===== config.mk =====
export PLATFORM = sky130hd
export DESIGN_NAME = fvl_loader
export DESIGN_NICKNAME = d
export VERILOG_FILES = /design/src/rtl/fvl_pkg.sv /design/src/rtl/fvl_f32_to_f24.sv /design/src/rtl/fvl_word_collector.sv /design/src/rtl/fvl_vec_assemble.sv /design/src/rtl/fvl_loader.sv
export SDC_FILE = /design/constraint.sdc
export NUM_CORES = 1
export LEC_CHECK = 0
export ABC_AREA = 1
export ABC_CLOCK_PERIOD_IN_PS = 1500
export CORE_ASPECT_RATIO = 1.25
export CORE_MARGIN = 3
export CORE_UTILIZATION = 40
export DETAILED_ROUTE_END_ITERATION = 10
export DONT_BUFFER_PORTS = 1
export PLACE_DENSITY = 0.64
export SLEW_MARGIN = 20
export SYNTH_ARGS = -nofsm -noshare
export SYNTH_HDL_FRONTEND = slang
export SYNTH_SLANG_ARGS = --single-unit

===== constraint.sdc =====
create_clock -name clk -period 1.5 [get_ports clk]
set_input_delay 0.15 -clock clk [delete_from_list [all_inputs] [get_ports clk]]
set_output_delay 0.15 -clock clk [all_outputs]
set_load 0.05 [all_outputs]

===== src/rtl/fvl_pkg.sv =====
// Package: shared widths and vector type for the float24 vector loader.
// Assumes a 32-bit word bus and four 24-bit components per vector.
package fvl_pkg;
    localparam int WORD_W = 32;
    localparam int COMP_W = 24;
    localparam int NCOMP  = 4;
    localparam int VEC_W  = COMP_W * NCOMP;

    typedef logic [COMP_W-1:0] f24_t;

    // First member is most significant: w occupies [95:72], x occupies [23:0].
    typedef struct packed {
        f24_t w;
        f24_t z;
        f24_t y;
        f24_t x;
    } vec4_t;
endpackage


===== src/rtl/fvl_f32_to_f24.sv =====
// Module: combinational single-precision to 24-bit float converter.
// Rebias 127 -> 63; exponent <= 64 flushes to signed zero, >= 191 saturates
// to signed infinity; mantissa truncated to its top 16 bits.
module fvl_f32_to_f24 #(
    parameter int IN_EXP_BIAS  = 127,
    parameter int OUT_EXP_BIAS = 63,
    parameter int OUT_EXP_W    = 7,
    parameter int OUT_MAN_W    = 16
) (
    input  logic [31:0]                     f32_in,
    output logic [OUT_EXP_W+OUT_MAN_W:0]    f24_out
);
    localparam int SHIFT   = IN_EXP_BIAS - OUT_EXP_BIAS;
    localparam int EXP_LO  = SHIFT + 1;
    localparam int EXP_HI  = SHIFT + (1 << OUT_EXP_W) - 2;
    localparam int DROP    = 23 - OUT_MAN_W;

    logic                 sgn;
    logic [7:0]           e_in;
    logic [8:0]           e_reb;

    // Split fields and select between zero, infinity and the normal result.
    always_comb begin
        sgn   = f32_in[31];
        e_in  = f32_in[30:23];
        e_reb = {1'b0, e_in} - 9'(SHIFT);
        if (int'(e_in) < EXP_LO) begin
            f24_out = {sgn, {(OUT_EXP_W+OUT_MAN_W){1'b0}}};
        end else if (int'(e_in) > EXP_HI) begin
            f24_out = {sgn, {OUT_EXP_W{1'b1}}, {OUT_MAN_W{1'b0}}};
        end else begin
            f24_out = {sgn, e_reb[OUT_EXP_W-1:0], f32_in[22:DROP]};
        end
    end
endmodule


===== src/rtl/fvl_word_collector.sv =====
// Module: holds the pending words of a partial vector and counts them.
// Assumes the format input is valid with each strobe; clr has priority.
module fvl_word_collector #(
    parameter int WORD_W = 32,
    parameter int NBUF   = 3
) (
    input  logic              clk,
    input  logic              rst_n,
    input  logic              clr,
    input  logic              take,
    input  logic [WORD_W-1:0] din,
    input  logic              fmt_f32,
    output logic              done,
    output logic [WORD_W-1:0] held [NBUF]
);
    localparam int CNT_W = $clog2(NBUF + 1);
    localparam logic [CNT_W-1:0] LAST_PK = CNT_W'(NBUF - 1);
    localparam logic [CNT_W-1:0] LAST_SP = CNT_W'(NBUF);

    logic [CNT_W-1:0] cnt;

    // Completion happens when the incoming word is the last one of its format.
    always_comb begin
        done = take && (fmt_f32 ? (cnt == LAST_SP) : (cnt >= LAST_PK));
    end

    // Advance or clear the word count.
    always_ff @(posedge clk) begin
        if (!rst_n || clr) begin
            cnt <= '0;
        end else if (take) begin
            cnt <= done ? '0 : cnt + 1'b1;
        end
    end

    // Store each non-final word in the slot given by the count.
    generate
        for (genvar g = 0; g < NBUF; g++) begin : g_slot
            always_ff @(posedge clk) begin
                if (!rst_n) begin
                    held[g] <= '0;
                end else if (take && !done && cnt == CNT_W'(g)) begin
                    held[g] <= din;
                end
            end
        end
    endgenerate
endmodule


===== src/rtl/fvl_vec_assemble.sv =====
// Module: builds the four-component vector from held words plus the final word.
// Packed: three words with straddling fields. Single: four converted words,
// first word into w.
module fvl_vec_assemble
    import fvl_pkg::*;
#(
    parameter int WORD_W = 32
) (
    input  logic              fmt_f32,
    input  logic [WORD_W-1:0] held [3],
    input  logic [WORD_W-1:0] last,
    output vec4_t             vec
);
    logic [WORD_W-1:0] seq [NCOMP];
    f24_t              conv [NCOMP];
    vec4_t             pk;

    // Order the words as they arrived for single-precision mode.
    always_comb begin
        seq[0] = held[0];
        seq[1] = held[1];
        seq[2] = held[2];
        seq[3] = last;
    end

    generate
        for (genvar g = 0; g < NCOMP; g++) begin : g_cv
            fvl_f32_to_f24 u_cv (
                .f32_in  (seq[g]),
                .f24_out (conv[g])
            );
        end
    endgenerate

    // Unpack the three packed words; the third is the one arriving now.
    always_comb begin
        pk.w = held[0][31:8];
        pk.z = {held[0][7:0], held[1][31:16]};
        pk.y = {held[1][15:0], last[31:24]};
        pk.x = last[23:0];
    end

    // Choose the result for the active format.
    always_comb begin
        if (fmt_f32) begin
            vec.w = conv[0];
            vec.z = conv[1];
            vec.y = conv[2];
            vec.x = conv[3];
        end else begin
            vec = pk;
        end
    end
endmodule


===== src/rtl/fvl_loader.sv =====
// Module: top of the float24 vector loader. Collects words, assembles a
// vector, writes it at the current index and advances the index.
// Assumes NUM_VEC <= 2**IDX_W; out-of-range indices raise range_err.
module fvl_loader
    import fvl_pkg::*;
#(
    parameter int NUM_VEC = 96,
    parameter int IDX_W   = 7
) (
    input  logic              clk,
    input  logic              rst_n,
    input  logic              word_vld,
    input  logic [31:0]       word_data,
    input  logic              fmt_f32,
    input  logic              idx_set,
    input  logic [IDX_W-1:0]  idx_val,
    output logic              mem_we,
    output logic [IDX_W-1:0]  mem_addr,
    output logic [95:0]       mem_data,
    output logic              range_err
);
    localparam logic [IDX_W:0] LIMIT = (IDX_W+1)'(NUM_VEC);

    logic              take;
    logic              done;
    logic [31:0]       held [3];
    vec4_t             vec;
    logic [IDX_W-1:0]  idx;

    // A word is dropped when the index register is written in the same cycle.
    always_comb begin
        take = word_vld && !idx_set;
    end

    fvl_word_collector #(.WORD_W(WORD_W), .NBUF(3)) u_col (
        .clk     (clk),
        .rst_n   (rst_n),
        .clr     (idx_set),
        .take    (take),
        .din     (word_data),
        .fmt_f32 (fmt_f32),
        .done    (done),
        .held    (held)
    );

    fvl_vec_assemble #(.WORD_W(WORD_W)) u_asm (
        .fmt_f32 (fmt_f32),
        .held    (held),
        .last    (word_data),
        .vec     (vec)
    );

    // Index register update and registered write port / error pulse.
    always_ff @(posedge clk) begin
        if (!rst_n) begin
            idx       <= '0;
            mem_we    <= 1'b0;
            mem_addr  <= '0;
            mem_data  <= '0;
            range_err <= 1'b0;
        end else begin
            mem_we    <= 1'b0;
            range_err <= 1'b0;
            if (idx_set) begin
                idx <= idx_val;
            end else if (done) begin
                if ({1'b0, idx} < LIMIT) begin
                    mem_we   <= 1'b1;
                    mem_addr <= idx;
                    mem_data <= vec;
                    idx      <= idx + 1'b1;
                end else begin
                    range_err <= 1'b1;
                end
            end
        end
    end
endmodule


Yosys cells after proc, flatten, opt, wreduce, memory -nomap -nowiden
Index checks and enable logic that the tools add are counted.

Add/subtract/negate cells: 6. Multiply operators: 0. Div/mod/pow operators: 0. Magnitude comparators: 10. Eq/ne operators: 3. Shifts and indexed selects: 0. Muxes and demuxes: 16. Bitwise gates (word level): 3. Reduce and logical (&&, ||, !) cells: 16.

Operator list (number): 23-bit two-way mux (8); 95-bit two-way mux (1); 8-bit > comparator, second input constant (4); 8-bit by 7-bit less-than comparator with 1-bit output, second input constant (4); 7-bit subtractor, second input constant (4); 7-bit two-way mux (3); 7-bit by 1-bit adder with 7-bit output, second input constant (1); 7-bit less-than comparator, second input constant (1); 1-bit logical AND (6); 2-bit == test, second input constant (2); 2-bit nonzero test (2); 1-bit zero test (3); 1-bit two-way mux (3); 1-bit inverter (3); 3-bit AND reduction (1); 3-bit OR reduction (1); 2-bit by 1-bit adder with 2-bit output, second input constant (1); 2-bit by 1-bit == test with 1-bit output, second input constant (1); 2-bit >= comparator, second input constant (1); 2-bit zero test (1); 2-bit two-way mux (1); 2-bit AND reduction (1); 1-bit logical OR (1).

Bits in registers: 210. Latch bits: 0. Bits in writable memories: 0. ROM bits: 0. Input bits: 44. Output and inout bits: 105. Memories: 0.

Longest topological paths before layout
Gate-level depths: netlist (run 1).

Depth after elaboration: 6. Depth in mapped cells: 12. Gate-level depth less buffers: 11.

Modules after synthesis
A second synthesis (run 1) with hierarchy kept.

Cell total of the unflattened synthesis: 1793. Area total of the unflattened synthesis: 10946.7 sq um.

Modules (own cells, without submodules): fvl_word_collector (instances 1, cells an instance 680, area an instance 4435.5 sq um, sequential area each 1961.9 sq um); fvl_loader (instances 1, cells an instance 519, area an instance 4027.6 sq um, sequential area each 2242.2 sq um); fvl_f32_to_f24 (instances 4, cells an instance 71, area an instance 314.1 sq um, sequential area each 0.0 sq um); fvl_vec_assemble (instances 1, cells an instance 310, area an instance 1227.4 sq um, sequential area each 0.0 sq um).

Least setup slack after synthesis (run 1)
OpenSTA, ideal clock, no wires.

Path type: register to register. From: reg u_col.cnt[0]. To: reg u_col.held[11] (netlist name). Library setup time: 70 ps. Arrival: 1468 ps. Setup slack: -39 ps. Stages on the path, launching flop included: 13. Cells stage by stage: dfxtp_1 > inv_1 > ha_1 > inv_1 > nand3_2 > nand2_1 > nand2_1 > inv_2 > nand2_2 > inv_2 > buf_4 > nand2_1 > a21oi_1.

Longest elaborated chain between the ends: 6.

Ends and longest elaborated chain: from (decl) (RTL line fvl_word_collector.sv:20) `logic [CNT_W-1:0] cnt;`; from (signal assigned) (RTL line fvl_word_collector.sv:32) `cnt <= done ? '0 : cnt + 1'b1;`; 2-bit >= comparator / 2-bit == test (equally long branches) (RTL line fvl_word_collector.sv:24) `done = take && (fmt_f32 ? (cnt == LAST_SP) : (cnt >= LAST_PK));`; 1-bit two-way mux (RTL line fvl_word_collector.sv:24); 1-bit logical AND (RTL line fvl_word_collector.sv:24); 1-bit zero test (RTL line fvl_word_collector.sv:42) `end else if (take && !done && cnt == CNT_W'(g)) begin`; 1-bit logical AND (RTL line fvl_word_collector.sv:42); 1-bit logical AND * (RTL line fvl_word_collector.sv:42); to (signal, indexed assignment) (RTL line fvl_word_collector.sv:43) `held[g] <= din;`; to (decl) (RTL line fvl_word_collector.sv:14) `output logic [WORD_W-1:0] held [NBUF]`.

Mark *: on every way between the ends. The rest lies on a longest branch, timed or not. A chain may end at the register's enable or synchronous reset.

Worst setup path after layout (run 1)
From: reg u_col.cnt[0]. To: reg mem_data[34].

Longest elaborated chain between the ends: 4.

Ends and longest elaborated chain: 2-bit >= comparator / 2-bit == test (equally long branches) (RTL line fvl_word_collector.sv:24); 1-bit two-way mux * (RTL line fvl_word_collector.sv:24); 1-bit logical AND * (RTL line fvl_word_collector.sv:24); 3-bit AND reduction (no line) *; to (signal assigned) (RTL line fvl_loader.sv:70) `mem_data <= vec;`; to (decl) (RTL line fvl_loader.sv:19) `output logic [95:0] mem_data,`.

Marks and branches as above.

==> results of run 1 <==
[repair_timing]
item                       CTS  global route
hold endpoints to repair   197            90
cloned                       6            13
gates resized for setup    108           148
pin swaps                   14            43
buffers inserted            10             2
setup endpoints to repair  199           202
[critical path: cells and delay by family, from the launching register on]
kind | cells | cell delay, ns
simple gates | 3 | 0.28
flops | 1 | 0.34
buf+inv | 6 | 0.67
fa+ha+maj | 1 | 0.13
compound gates | 2 | 0.20
[metrics by stage]
| step | setup TNS, ns | instances |
|---|---|---|
| after floorplan | 0 | 1230 |
| after global placement | -27.71 | 1563 |
| after detailed placement | -35.17 | 1563 |
| after CTS | -16.26 | 1666 |
| after global routing | -37.40 | 1680 |
| final | -26.49 | 1681 |
[flip-flops by register name, indices dropped and copies added, names as in the netlist]
name        cells
u_col.held     89
u_col.cnt       2
mem_data       96
range_err       1
mem_we          1
mem_addr        7
idx             7
[logic make-up (layout without fill, tap and decap cells)]
family | Yosys count | count (layout) | share of synthesized area (%)
simple gates | 507 | 507 | 23.9
compound gates | 359 | 359 | 20.7
flops | 203 | 203 | 46.6
buf+inv | 153 | 328 | 7.77
fa+ha+maj | 5 | 5 | 0.717
xor+xnor | 3 | 3 | 0.301
other cells | 0 | 2 | 0
[cells in the final DEF, fill, tap and decap left out, drive strengths merged, types with 4 or more instances in the layout]
cell type / synthesis / routed
ha: 5 / 5
dlygate4sd3: 0 / 46
clkinv: 0 / 6
dfxtp: 203 / 203
o21ai: 98 / 98
buf: 54 / 171
nand2: 310 / 310
nor2: 68 / 68
clkbuf: 43 / 42
bufinv: 0 / 4
a21oi: 256 / 256
inv: 56 / 55
nand3: 125 / 125
[area by class of cell]
class                      instances  area [sq um]
clock buffer                      31           646
sequential                       203          4070
timing repair inverter             2          16.3
antenna                            2          5.00
clock inverter                     9           148
inverter                          56           235
timing repair buffer             230          2500
tap                              274           343
multi-input combinational        874          4710
fill                            1885          8440
[layer usage]
layer / track usage (%) / routed length, microns / part of all wire, %
met1: 32.7 / 12800 / 39
met2: 41.1 / 15400 / 47
met3: 4.84 / 3190 / 9.6
met4: 10.1 / 1650 / 5.0
met5: 0 / 9 / 0.027
[report_power, final]
part           switching, mW  total, mW  internal [mW]  leakage (nW)
Clock                   2.26       5.95           3.69         0.389
Sequential             0.121       5.66           5.54          1.65
Combinational           1.02       1.60          0.580          2.96
Total                   3.40       13.2           9.80          5.00
[path summary, 6_finish.rpt]
path / from / endpoint / slack [ns] / cells past startpoint
setup / recovery: u_col.cnt[0]$_SDFFE_PP0P_ / mem_data[34]$_SDFFE_PN0P_ / -0.20 / 12
hold / removal: rst_n / idx[5]$_SDFFE_PN0P_ / -0.21 / 2
setup reg to reg: u_col.cnt[0]$_SDFFE_PP0P_ / mem_data[34]$_SDFFE_PN0P_ / -0.20 / 12
hold reg to reg: u_col.held[10]$_SDFFE_PN0P_ / u_col.held[10]$_SDFFE_PN0P_ / 0.46 / 2
==> metrics.txt, run 1 <==
status finished with violations; violated checks hold timing, setup timing; IO Count 149; Max H-tree Level 1; largest area contributor in the netlist dfxtp_1; grt total ovfl 0; most frequent cell after synthesis nand2_1; #FFs+latches synth 203; Max Freq 589 MHz; dpl cell area 0.0100 sq mm; Final Wtd Congestion 0.872; cell area after synthesis 0.00873 sq mm; Die W 138 microns; critical path class reg2reg; master of the slowest instance on the critical path dfxtp_2; initial antenna violation count 2; Worst Setup End Kind flop; Core Area 0.0211 sq mm; register area share after synthesis 46.6%; Cell Chain, Critical Path inv_2, ha_4, inv_2, nand3_4, buf_6, nand3_4, nor2_4, buf_12, buf_12, clkbuf_16, o21ai_1, a21oi_1; setup violators final 199; Clock Tree Buf Depth 3; largest net degree at the start of global routing 93; CP Launch Type flop; max cap viols 0; library cells used by synthesis 28; Pwr Density 1040 mW/mm^2; die height 171 microns; Residual DRC 0; port buffer count 0; setup ws final -0.197 ns; Final Core Density 60.0%; top cells by area, synth dfxtp_1 (47%), a21oi_1 (15%), nand2_1 (13%); WHS -0.215 ns; Hold Buf Count CTS 47; Top FF cell, synth dfxtp_1; post-synth top area share 46.6%; Final Cycle Share 113%; Max VDD drop 725 uV; DR vias 9467; Final min period 1.70 ns; Setup WS pre-CTS -0.241 ns; Vias/cell 5.63; Die ar. 0.0236 sq mm; Slowest Stage Delay on Critical Path 0.34 ns; Worst Hold Class in2reg; leak pwr 5.00 nW; Ys Warns 0; clock transition at the registers of the reported paths 0.07 ns; Initial Utilization 41.3%; post-route ant nets 0; FFs w/ async S/R, synth 0%; DRT Pass-1 Iters 5; P&R area growth vs syn 45.2%; Power Total 13.2 mW; Root Driver clkbuf_16; most frequent cells after synthesis nand2_1 (309), a21oi_1 (256), dfxtp_1 (203), nand3_1 (123), o21ai_0 (88); share of cells above drive strength 1 27.1%; Fin Clk Skew 0.00817 ns; DR iter-0 viols 864; Slew Viols, Final 0; unrepaired setup endpoints after global routing true; EDFF count, synth 0; Worst Path Required 1.93 ns; vias in the first global route 8584; All-Layer GR Usage 25.1%; post-route cell area 0.0127 sq mm; Synth Instances 1230; hpwl dp 18.9 mm; CTS tree built; global-route wire length before repair 48.0 mm; NumNets Final 1438; Num CTS Buffers 22; measured slew at the worst slew-check pin 0.674 ns; Hold Vio Cnt, Final 90; Wirelength per Cell 19.7 microns; clk_lat worst skew 0.51 ns; clk sinks 203; Slew HR 55.0%; detailed-route wire length 33.1 mm; Syn Nets 1279; Worst EP arrival 2.13 ns; Syn Area/Cell 7.10 sq um; row count 59; CP Max Fanout 5
Note: power is estimated with default switching activity, not from simulation.
==> run 2: changes to the inputs <==
CORE_UTILIZATION = 25   (was 40)
PLACE_DENSITY = 0.48   (was 0.64)
==> run 2 against run 1 <==
  * Hold slack got worse by 0.042 ns
  * The run still ends with hold timing, setup timing left
  * Core utilization decreased by 22 points
  * Clock-buffer cell count decreased by 1
  * Via count fell by 2.6%
  * Combinational power about the same
  * Register-to-register slack improved by 0.095 ns
  * Critical path depth fell by 2
  * Non-clock buffer count increased by 8
  * Highest routed layer is now met4
  * Flip-flop and latch count did not move
  * Setup slack gained 0.095 ns
  * Maximum frequency up 5.9%
  * Clock skew is 0.00093 ns higher
==> metrics.txt, run 2 (synthesized netlist as in run 1, its figures left out) <==
CP Launch Type flop (unchanged); Vias/cell 4.89 (was 5.63); Slowest Stage Delay on Critical Path 0.38 ns (was 0.34 ns); commonest non-fill, non-tap cells in the layout nand2_1 (302), dfxtp_1 (201), a21oi_1 (154) (was nand2_1 (295), dfxtp_1 (201), a21oi_1 (184)); All-Layer GR Usage 18.2% (was 25.1%); clk_lat worst skew 0.53 ns (was 0.51 ns); initial antenna violation count 7 (was 2); Residual DRC 0 (unchanged); Worst EP arrival 2.06 ns (was 2.13 ns); vias in the first global route 8708 (was 8584); DR iter-0 viols 626 (was 864); Slew Viols, Final 0 (unchanged); Final Cycle Share 107% (was 113%); Die W 173 microns (was 138 microns); max FFs per register 96 (unchanged); NumNets Final 1446 (was 1438); Max Freq 624 MHz (was 589 MHz); die height 215 microns (was 171 microns); port buffer count 0 (unchanged); clock transition at the registers of the reported paths 0.06 ns (was 0.07 ns); Slew HR 58.9% (was 55.0%); most common cell after layout, fill and taps aside nand2_1 (unchanged); CP Max Fanout 6 (was 5); Root Driver clkbuf_16 (unchanged); Filler cells 3587 (was 1885); Pwr Density 1040 mW/mm^2 (about the same); WHS -0.257 ns (was -0.215 ns); Worst Setup End Kind flop (unchanged); Max VDD drop 759 uV (was 725 uV); Final min period 1.60 ns (was 1.70 ns); DRT Pass-1 Iters 5 (unchanged); setup ws final -0.102 ns (was -0.197 ns); Hold Vio Cnt, Final 91 (was 90); IO Count 149 (unchanged); Wirelength per Cell 19.5 microns (was 19.7 microns); share of cells above drive strength 1 25.6% (was 27.1%); status finished with violations (unchanged); Max H-tree Level 1 (unchanged); hpwl dp 22.1 mm (was 18.9 mm); Worst Hold Class in2reg (unchanged); Core Area 0.0340 sq mm (was 0.0211 sq mm); CTS tree built (unchanged); Initial Utilization 25.7% (was 41.3%); Cell Chain, Critical Path inv_4, ha_4, inv_4, nand3_4, nand4_1, buf_6, buf_12, clkbuf_16, a21oi_1, a21oi_1 (was inv_2, ha_4, inv_2, nand3_4, buf_6, nand3_4, nor2_4, buf_12, buf_12, clkbuf_16, o21ai_1, a21oi_1); setup violators final 165 (was 199); largest net degree at the start of global routing 93 (unchanged); detailed-route wire length 36.8 mm (was 33.1 mm); Fin Clk Skew 0.00910 ns (was 0.00817 ns); max cap viols 0 (unchanged); clk sinks 203 (unchanged); Largest Register mem_data (unchanged); Final Wtd Congestion 0.806 (was 0.872); leak pwr 5.06 nW (was 5.00 nW); post-route cell area 0.0130 sq mm (was 0.0127 sq mm); row count 75 (was 59); critical path class reg2reg (unchanged); Clock Tree Buf Depth 3 (unchanged); violated checks hold timing, setup timing (unchanged); master of the slowest instance on the critical path dfxtp_4 (was dfxtp_2); grt total ovfl 0 (unchanged); P&R area growth vs syn 49.2% (was 45.2%); post-route ant nets 0 (unchanged); global-route wire length before repair 53.5 mm (was 48.0 mm); measured slew at the worst slew-check pin 0.614 ns (was 0.674 ns); Worst Path Required 1.96 ns (was 1.93 ns); DR vias 9222 (was 9467); Die ar. 0.0372 sq mm (was 0.0236 sq mm); post-route setup TNS -8.41 ns (was -26.49 ns); unrepaired setup endpoints after global routing true (unchanged); top flop regs mem_data: 96 flops, u_col.held: 89 flops (unchanged); Num CTS Buffers 24 (was 22); dpl cell area 0.0102 sq mm (was 0.0100 sq mm)
==> run 2: through the flow <==
step / hold WS, ns / util (%) / setup WS, ns / power [mW] / instances
floorplan: 0.293 / - / 0.00324 / 6.56 / 1230
global placement: 0.272 / 30.1 / -0.146 / 6.89 / 1748
detailed placement: 0.270 / 30.1 / -0.175 / 6.90 / 1748
CTS: -0.287 / 35.8 / -0.0604 / 13.6 / 1856
global route: -0.253 / 38.3 / -0.186 / 14.0 / 1883
finish: -0.257 / 38.3 / -0.102 / 13.6 / 1884
==> run 2: report_power, final <==
part	internal [mW]	leakage, nW	switching (mW)
Clock	3.88	0.430	2.45
Combinational	0.576	2.98	1.04
Sequential	5.54	1.65	0.118
==> run 2: worst paths after layout <==
check,endpoint,slack (ns),startpoint,cells after the start
max,mem_data[51]$_SDFFE_PN0P_,-0.10,u_col.cnt[0]$_SDFFE_PP0P_,10
min,idx[5]$_SDFFE_PN0P_,-0.26,rst_n,2
max reg2reg,mem_data[51]$_SDFFE_PN0P_,-0.10,u_col.cnt[0]$_SDFFE_PP0P_,10
min reg2reg,mem_addr[1]$_SDFFE_PN0P_,0.46,mem_addr[1]$_SDFFE_PN0P_,2
==> run 2: cell type report <==
type,count,area [sq um],area share [%]
antenna,7,17.5,0.135
clock buffer,30,674,5.18
clock inverter,14,176,1.35
inverter,56,229,1.76
multi-input combinational,874,4570,35.1
sequential,203,4070,31.3
tap,462,578,4.44
timing repair buffer,238,2700,20.8
==> run 2: worst max-delay path, delay by kind of cell (launching register included) <==
kind,cells,cell delay (ns)
adder cells (fa/ha/maj),1,0.16
AND/OR/NAND/NOR,2,0.18
buffers and inverters,5,0.62
flip-flops,1,0.38
AO/OA/AOI/OAI,2,0.18
==> run 2: repair_timing <==
action | 4_1_cts | 5_1_grt
endpoints found under the setup margin | 198 | 199
buffers inserted | 11 | 4
hold buffers | 45 | 1
pin swaps | 58 | 53
gates cloned | 9 | 16
resized for setup | 79 | 110
endpoints found under the hold margin | 193 | 95
==> run 2: routing by layer <==
layer / GRT usage (%) / vias to the layer above / part of all wire [%]
met2: 29.7 / 297 / 47
met1: 23.5 / 4403 / 42
met3: 3.71 / 80 / 6.6
met4: 7.76 / 0 / 4.0
li1: - / 4442 / -
met5: 0 / - / 0
==> run 3: changes to the inputs <==
SETUP_SLACK_MARGIN = 0.1   (was default)
==> run 3 against run 2 <==
  * The run still ends with hold timing, setup timing left
  * Critical path depth is 2 higher
  * Design area is 4.8% higher
  * Final cell count is 0.85% higher
  * Largest cell class unchanged
==> metrics.txt, run 3 (synthesized netlist as in run 1, its figures left out) <==
Final Cycle Share 110% (was 107%); hpwl dp 22.1 mm (about the same); CTS tree built (unchanged); DR iter-0 viols 712 (was 626); grt total ovfl 0 (unchanged); initial antenna violation count 4 (was 7); Max H-tree Level 1 (unchanged); Worst Path Required 1.95 ns (was 1.96 ns); Largest Register mem_data (unchanged); post-route ant nets 0 (unchanged); clk sinks 203 (unchanged); die height 215 microns (unchanged); Root Driver clkbuf_16 (unchanged); Initial Utilization 25.7% (unchanged); CP Launch Type flop (unchanged); clk_lat worst skew 0.55 ns (was 0.53 ns); critical path class reg2reg (unchanged); commonest non-fill, non-tap cells in the layout nand2_1 (256), dfxtp_1 (201), a21oi_1 (183) (was nand2_1 (302), dfxtp_1 (201), a21oi_1 (154)); Hold Vio Cnt, Final 90 (was 91); Power Total 13.6 mW (about the same); setup violators final 197 (was 165); unrepaired setup endpoints after global routing true (unchanged); NumNets Final 1466 (was 1446); max FFs per register 96 (unchanged); top flop regs mem_data: 96 flops, u_col.held: 89 flops (unchanged); Residual DRC 0 (unchanged); port buffer count 0 (unchanged); Vias/cell 4.86 (was 4.89); Slew HR 54.2% (was 58.9%); measured slew at the worst slew-check pin 0.685 ns (was 0.614 ns); largest net degree at the start of global routing 93 (unchanged); Wirelength per Cell 19.3 microns (was 19.5 microns); Pwr Density 996 mW/mm^2 (was 1040 mW/mm^2); Fin Clk Skew 0.0330 ns (was 0.00910 ns); Worst Setup End Kind flop (unchanged); DRT Pass-1 Iters 5 (unchanged); Die ar. 0.0372 sq mm (unchanged); CP Max Fanout 9 (was 6); P&R area growth vs syn 56.3% (was 49.2%); All-Layer GR Usage 18.3% (was 18.2%); Final min period 1.65 ns (was 1.60 ns); Worst EP arrival 2.10 ns (was 2.06 ns); DR vias 9231 (was 9222); Die W 173 microns (unchanged); Hold Buf Count CTS 48 (was 45); setup ws final -0.150 ns (was -0.102 ns); global-route wire length before repair 53.9 mm (was 53.5 mm); IO Count 149 (unchanged); Max VDD drop 670 uV (was 759 uV); Setup WS pre-CTS -0.141 ns (was -0.175 ns); detailed-route wire length 36.8 mm (about the same); leak pwr 5.27 nW (was 5.06 nW); Filler cells 3529 (was 3587); share of cells above drive strength 1 34.2% (was 25.6%); Worst Hold Class in2reg (unchanged); status finished with violations (unchanged); violated checks hold timing, setup timing (unchanged); Num CTS Buffers 25 (was 24); Core Area 0.0340 sq mm (unchanged); WHS -0.244 ns (was -0.257 ns); Final Wtd Congestion 0.802 (was 0.806); vias in the first global route 8765 (was 8708); Max Freq 606 MHz (was 624 MHz); row count 75 (unchanged); most common cell after layout, fill and taps aside nand2_1 (unchanged); Clock Tree Buf Depth 3 (unchanged); max cap viols 0 (unchanged); Slew Viols, Final 0 (unchanged); clock transition at the registers of the reported paths 0.06 ns (about the same)
==> run 3: cell count changes in the layout (fill, tap and decap cells not counted), moves of 19 or more <==
cell     delta
o21ai_0    -73
o21ai_2    +62
nand2_1    -46
nand2_2    +40
a21oi_1    +29
nand3_1    -19
==> run 3: worst max-delay path, stage by stage (launching register included) <==
cell and delay [ns]:
dfxtp_2 0.33, inv_2 0.07, ha_4 0.13, inv_2 0.04
nand3_4 0.06, buf_6 0.10, nand3_4 0.06, nor2_4 0.13
buf_12 0.14, buf_12 0.15, clkbuf_16 0.17, o21ai_1 0.06
a21oi_1 0.13
==> run 3: area by class of cell <==
class                      count  area [sq um]  area share, %
sequential                   203          4070           29.8
clock buffer                  36           727           5.33
antenna                        2          5.00         0.0367
multi-input combinational    874          5010           36.7
timing repair buffer         254          2860           21.0
timing repair inverter         3          48.8          0.358
tap                          462           578           4.24
clock inverter                10           108          0.788
inverter                      56           240           1.76
==> run 3: final timing paths <==
kind | from | to | slack (ns) | cells after the start
setup reg to reg | u_col.cnt[0]$_SDFFE_PP0P_ | mem_data[0]$_SDFFE_PN0P_ | -0.15 | 12
setup / recovery | u_col.cnt[0]$_SDFFE_PP0P_ | mem_data[0]$_SDFFE_PN0P_ | -0.15 | 12
hold / removal | rst_n | idx[5]$_SDFFE_PN0P_ | -0.24 | 2
hold reg to reg | mem_addr[0]$_SDFFE_PN0P_ | mem_addr[0]$_SDFFE_PN0P_ | 0.46 | 2
==> run 3: timing repair <==
action                                  CTS  global route
endpoints found under the hold margin   199            90
cloned                                   13            11
endpoints found under the setup margin  199           201
buffers inserted                         14             8
gates resized for setup                 162           242
pin swaps                                27            35
==> run 3: stage by stage <==
step / std cells / util [%] / area, sq um / hold slack (ns) / TNS (ns)
2_1_floorplan: 1230 / - / 8790 / 0.293 / 0
3_3_place_gp: 1758 / 30.4 / 10300 / 0.272 / -9.52
3_5_place_dp: 1758 / 30.4 / 10300 / 0.269 / -13.22
4_1_cts: 1879 / 36.7 / 12500 / -0.276 / -8.61
5_1_grt: 1898 / 40.2 / 13600 / -0.239 / -28.88
6_report: 1900 / 40.2 / 13600 / -0.244 / -14.63
==> run 3: report_power, final <==
group | switching [mW] | internal, mW
Clock | 2.47 | 3.71
Combinational | 1.09 | 0.661
Sequential | 0.132 | 5.54
Total | 3.69 | 9.91
==> run 3: layer usage <==
| layer | vias up | wire length (microns) | global-route usage, % |
|---|---|---|---|
| met5 | - | 23 | 0 |
| met4 | 4 | 978 | 4.95 |
| met3 | 61 | 2250 | 3.73 |
| met2 | 272 | 17300 | 30.3 |
| met1 | 4397 | 16300 | 24.3 |
| li1 | 4497 | - | - |
